==> config.mk <==
export PLATFORM = sky130hd
export DESIGN_NAME = bin_arith_enc
export DESIGN_NICKNAME = d
export VERILOG_FILES = /design/src/rtl/bae_pkg.sv /design/src/rtl/bae_split.sv /design/src/rtl/bae_renorm.sv /design/src/rtl/bin_arith_enc.sv
export SDC_FILE = /design/constraint.sdc
export NUM_CORES = 1
export LEC_CHECK = 0
export ABC_AREA = 0
export CORE_MARGIN = 2
export CORE_UTILIZATION = 25
export DETAILED_ROUTE_END_ITERATION = 8
export GPL_ROUTABILITY_DRIVEN = 1
export HOLD_SLACK_MARGIN = 0.06
export PLACE_DENSITY = 0.38
export SETUP_SLACK_MARGIN = 0.1
export SLEW_MARGIN = 10
export SYNTH_ARGS = -nofsm -noshare
export SYNTH_HDL_FRONTEND = slang
export SYNTH_HIERARCHICAL = 1
export SYNTH_SLANG_ARGS = --single-unit
==> constraint.sdc <==
create_clock -name clk_i -period 19.7 [get_ports clk_i]
set_clock_uncertainty 0.15 [all_clocks]
set_input_delay 3.94 -clock clk_i [delete_from_list [all_inputs] [get_ports clk_i]]
set_output_delay 3.94 -clock clk_i [all_outputs]
set_load 0.1 [all_outputs]
==> src/rtl/bae_pkg.sv <==
package bae_pkg;
  typedef enum logic [1:0] {ST_IDLE, ST_NORM, ST_DRAIN} st_e;
  typedef enum logic [1:0] {RN_DONE, RN_LOW, RN_HIGH, RN_MID} rn_e;
endpackage

==> src/rtl/bae_split.sv <==
module bae_split #(
  parameter int W = 16
) (
  input  logic [W-1:0] lo_i,
  input  logic [W-1:0] hi_i,
  input  logic [W-1:0] prob_i,
  input  logic         evt_i,
  output logic [W-1:0] lo_o,
  output logic [W-1:0] hi_o
);
  localparam int PW = 2 * W + 1;

  logic [W:0]   span;
  logic [PW-1:0] prod;
  logic [W:0]   n0_raw;
  logic [W-1:0] frac_unused;
  logic [W-1:0] n0;

  assign span = {1'b0, hi_i} - {1'b0, lo_i} + (W+1)'(1);
  assign prod = {{W{1'b0}}, span} * {{(W+1){1'b0}}, prob_i};
  assign {n0_raw, frac_unused} = prod;
  // event 1 always keeps >= 1 value since n0_raw < span
  assign n0 = (n0_raw == '0) ? W'(1) : n0_raw[W-1:0];

  assign lo_o = evt_i ? lo_i + n0 : lo_i;
  assign hi_o = evt_i ? hi_i : lo_i + n0 - W'(1);
endmodule

==> src/rtl/bae_renorm.sv <==
module bae_renorm
  import bae_pkg::*;
#(
  parameter int W = 16
) (
  input  logic [W-1:0] lo_i,
  input  logic [W-1:0] hi_i,
  output rn_e          kind_o,
  output logic [W-1:0] lo_o,
  output logic [W-1:0] hi_o
);
  always_comb begin
    kind_o = RN_DONE;
    lo_o   = lo_i;
    hi_o   = hi_i;
    if (!hi_i[W-1]) begin
      kind_o = RN_LOW;
      lo_o   = {lo_i[W-2:0], 1'b0};
      hi_o   = {hi_i[W-2:0], 1'b1};
    end else if (lo_i[W-1]) begin
      kind_o = RN_HIGH;
      lo_o   = {lo_i[W-2:0], 1'b0};
      hi_o   = {hi_i[W-2:0], 1'b1};
    end else if (lo_i[W-2] && !hi_i[W-2]) begin
      // straddles midpoint inside middle half: rescale about it
      kind_o = RN_MID;
      lo_o   = {1'b0, lo_i[W-3:0], 1'b0};
      hi_o   = {1'b1, hi_i[W-3:0], 1'b1};
    end
  end
endmodule

==> src/rtl/bin_arith_enc.sv <==
module bin_arith_enc
  import bae_pkg::*;
#(
  parameter int W      = 16,
  parameter int PEND_W = 16
) (
  input  logic         clk_i,
  input  logic         rst_ni,
  input  logic         valid_i,
  input  logic         evt_i,
  input  logic [W-1:0] prob_i,
  input  logic         flush_i,
  output logic         ready_o,
  output logic         bit_o,
  output logic         bit_vld_o
);
  st_e               st_q;
  logic [W-1:0]      lo_q, hi_q;
  logic [PEND_W-1:0] pend_q;
  logic              opp_q, fin_q, bit_q, bvld_q;

  logic [W-1:0] sp_lo, sp_hi, rn_lo, rn_hi;
  rn_e          rn_kind;

  bae_split #(.W(W)) u_split (
    .lo_i(lo_q), .hi_i(hi_q), .prob_i(prob_i), .evt_i(evt_i),
    .lo_o(sp_lo), .hi_o(sp_hi)
  );

  bae_renorm #(.W(W)) u_renorm (
    .lo_i(lo_q), .hi_i(hi_q), .kind_o(rn_kind),
    .lo_o(rn_lo), .hi_o(rn_hi)
  );

  assign ready_o   = (st_q == ST_IDLE);
  assign bit_o     = bit_q;
  assign bit_vld_o = bvld_q;

  always_ff @(posedge clk_i or negedge rst_ni) begin
    if (!rst_ni) begin
      st_q   <= ST_IDLE;
      lo_q   <= '0;
      hi_q   <= '1;
      pend_q <= '0;
      opp_q  <= 1'b0;
      fin_q  <= 1'b0;
      bit_q  <= 1'b0;
      bvld_q <= 1'b0;
    end else begin
      bvld_q <= 1'b0;
      unique case (st_q)
        ST_IDLE: begin
          if (valid_i) begin
            lo_q <= sp_lo;
            hi_q <= sp_hi;
            st_q <= ST_NORM;
          end else if (flush_i) begin
            bit_q  <= 1'b1;
            bvld_q <= 1'b1;
            if (pend_q != '0) begin
              opp_q <= 1'b0;
              fin_q <= 1'b1;
              st_q  <= ST_DRAIN;
            end else begin
              lo_q <= '0;
              hi_q <= '1;
            end
          end
        end
        ST_NORM: begin
          unique case (rn_kind)
            RN_LOW, RN_HIGH: begin
              bit_q  <= (rn_kind == RN_HIGH);
              bvld_q <= 1'b1;
              lo_q   <= rn_lo;
              hi_q   <= rn_hi;
              if (pend_q != '0) begin
                opp_q <= (rn_kind == RN_LOW);
                st_q  <= ST_DRAIN;
              end
            end
            RN_MID: begin
              pend_q <= pend_q + PEND_W'(1);
              lo_q   <= rn_lo;
              hi_q   <= rn_hi;
            end
            default: st_q <= ST_IDLE;
          endcase
        end
        ST_DRAIN: begin
          bit_q  <= opp_q;
          bvld_q <= 1'b1;
          pend_q <= pend_q - PEND_W'(1);
          if (pend_q == PEND_W'(1)) begin
            if (fin_q) begin
              lo_q  <= '0;
              hi_q  <= '1;
              fin_q <= 1'b0;
              st_q  <= ST_IDLE;
            end else begin
              st_q <= ST_NORM;
            end
          end
        end
        default: st_q <= ST_IDLE;
      endcase
    end
  end
endmodule

==> run_results.csv <==
group,metric,value,unit
worst_setup_path,cp_slowest_cell,"clkdlybuf4s50_1",
logic_synthesis,synth_area,15300,sq um
timing,finalHoldViolations,0,
worst_setup_path,r2r_slack,6.15,ns
cells_and_area,nets,2121,
global_routing,grt_overflow,0,
clocking,clock_sinks,54,
die,initial_core_util,0.253,
die,fp-row-count,90,
worst_setup_path,path_max_fanout,21,
timing,tightest_slew,1.09,ns
worst_setup_path,reg2reg_from,"hi_q[1]$_DFFE_PN1P_",
logic_synthesis,synth.area.top_cells,"fa_1 (27%), ha_1 (13%), inv_1 (6.6%)",
timing,tns,0,ns
worst_setup_path,rr_worst_depth,52,
timing,max_freq,67.3,MHz
logic_synthesis,synth_flop_cell,"dfrtp_1",
clocking,clkTransAtPathRegs,0.08,ns
status,status,"complete, no violations",
logic_synthesis,synth_edf_count,0,
worst_setup_path,worstPathArrival,14.97,ns
hold_path,min_from,"opp_q$_DFFE_PN0P_",
logic_synthesis,synth_top_area_frac,0.273,
worst_setup_path,crit_type,"in -> reg",
detailed_routing,first_pass_iters,7,
logic_synthesis,synth-warning-count,6,
worst_setup_path,cp.required,19.81,ns
global_routing,antenna_found_initial,0,
place,place_congestion,0.789,
run,maxCapViolCount,0,
timing,finalCritPeriodShare,0.754,
global_routing,grt_max_degree,65,
clocking,cts_buffers,5,
hold_path,hold_end,"opp_q$_DFFE_PN0P_",
cells_and_area,drive_gt1_frac,0.0814,
logic_synthesis,synthTopCellsByCount,"inv_1 (271), nand2_1 (219), fa_1 (209), ha_1 (160), and2_1 (112)",
logic_synthesis,synth_cell_types,81,
logic_synthesis,synth_most_common_cell,"inv_1",
worst_setup_path,r2r-end,"hi_q[15]$_DFFE_PN1P_",
die,dieArea,63300,sq um
detailed_routing,routed_wl,45600,microns
global_routing,first_global_vias,12544,
detailed_routing,vias,11850,
clocking,cts_tree,"yes",
worst_setup_path,end_kind,"flop",
detailed_routing,vias_per_cell,4.71,
detailed_routing,drc,0,
place,dpl.hpwl,34600,microns
die,die_h,252,microns
logic_synthesis,postSynth.asyncResetShare,1.00,
clocking,cts_resized,0,
logic_synthesis,avgSynthCellArea,8.65,sq um
detailed_routing,wl_per_cell,18.1,microns
global_routing,grt.total_usage,0.148,
hold_path,worstHoldPathCells,2,
clocking,post_cts_buffers,0,
die,core_area,60500,sq um
place,io_buffer_count,23,
detailed_routing,drtIter0Drc,541,
worst_setup_path,critPathLaunchType,"primary input",
timing,rsz0062_at_grt,"no",
logic_synthesis,ys_seq_area_frac,0.0895,
timing,worst_slack,4.84,ns
detailed_routing,ant_nets,0,
hold_path,hp-class,"reg -> reg",
place,pre_cts_ws,4.38,ns
clocking,root_buffer,"clkbuf_16",
timing,slew_headroom,0.270,
worst_setup_path,cp_common_cell,"fa_1",
logic_synthesis,synth_largest_area_cell,"fa_1",
logic_synthesis,syn-instance-count,1772,
global_routing,grt_pass1_wl,74000,microns
die,die_x,252,microns
cells_and_area,syn2layout_area_growth,7.63,%
logic_synthesis,ys_seq_elements,54,
clocking,cts_buffer_depth,2,
clocking,cts_htree_levels,2,
timing,setup_viol,0,
worst_setup_path,cpPeakStageDelay,1.09,ns
clocking,clk_latency,0.31,ns
die,io_pins,24,
clocking,cts_hold_buf,0,
timing,slew_viol_final,0,
timing,period_needed,14.86,ns
logic_synthesis,syn-num-nets,2162,
## critical path, delay by kind of cell
family / cells / cell delay, ns
mux: 1 / 0.15
compound gates: 13 / 3.01
fa+ha+maj: 9 / 4.11
buf+inv: 5 / 1.29
simple gates: 7 / 1.90
xor+xnor: 3 / 0.56
## area by class of cell
cell class	instances	area, sq um
Tap cell	782	978
Sequential cell	54	1370
Fill cell	6551	44000
Clock buffer	6	129
Antenna cell	2	5.00
Clock inverter	2	13.8
Inverter	272	1020
Multi-Input combinational cell	1347	12500
Timing Repair Buffer	51	430
## layer usage
layer  up-vias  track usage  share of wire
met2       150        0.254           0.48
met5         -            0              0
met3        20      0.00877          0.020
met1      5968        0.210           0.49
met4         0       0.0207          0.011
li1       5712            -              -
## worst max path at each step
stage | startpoint | end | cells past startpoint
global route | prob_i[1] | hi_q[15]$_DFFE_PN1P_ | 38
global placement | prob_i[1] | hi_q[15]$_DFFE_PN1P_ | 40
floorplan | prob_i[1] | hi_q[15]$_DFFE_PN1P_ | 41
finish | prob_i[1] | hi_q[15]$_DFFE_PN1P_ | 38
CTS | prob_i[1] | hi_q[15]$_DFFE_PN1P_ | 38
detailed placement | prob_i[1] | hi_q[15]$_DFFE_PN1P_ | 38
## layout by cell type, fill, tap and decap left out, types with 6 or more instances in the layout
master	netlist	routed
xnor2_1	40	40
fa_1	209	209
and4_1	7	7
dfstp_2	16	16
nor4b_1	6	6
mux2i_1	6	6
mux2_2	9	9
dfrtp_1	38	38
and2_1	112	112
a21o_1	14	14
nor3_1	33	33
xor2_1	26	25
o31ai_1	10	10
or3_1	8	8
o21ai_0	62	62
mux2_4	49	49
buf_4	0	28
inv_1	271	271
o211ai_1	8	8
nor4bb_1	6	6
ha_1	160	159
nand4_1	35	35
nand2b_1	17	17
a22o_1	17	17
a31oi_1	24	24
a21oi_1	58	58
nor2b_1	22	21
nand2_1	219	219
nor3b_1	15	15
nand4bb_1	9	9
nor2_1	58	57
and3_1	14	14
clkdlybuf4s50_1	0	21
nand3_1	22	22
## cell families after synthesis
logic type / after synthesis / synth area share
compound gates: 240 / 0.104
fa+ha+maj: 369 / 0.404
flops: 54 / 0.0895
simple gates: 607 / 0.211
buf+inv: 371 / 0.0944
mux: 64 / 0.0585
xor+xnor: 67 / 0.0392
## registers in the layout, summed over array words and instances (netlist names)
signal and flops:
bit_vld_o 1, fin_q 1, hi_q 16, pend_q 16, opp_q 1, st_q 2
bit_o 1, lo_q 16
## stage by stage
| stage | std cells | util | area (sq um) | hold WS, ns |
|---|---|---|---|---|
| 6_report | 2516 | 0.273 | 16500 | 0.354 |
| 4_1_cts | 2514 | 0.273 | 16500 | 0.354 |
| 2_1_floorplan | 1772 | - | 15300 | 0.316 |
| 3_3_place_gp | 2506 | 0.270 | 16300 | 0.339 |
| 3_5_place_dp | 2506 | 0.270 | 16300 | 0.335 |
| 5_1_grt | 2514 | 0.273 | 16500 | 0.376 |
Power is left out: the tool's default activity adds up to more than one toggle a clock period on the data nets, which glitch-free logic cannot reach.
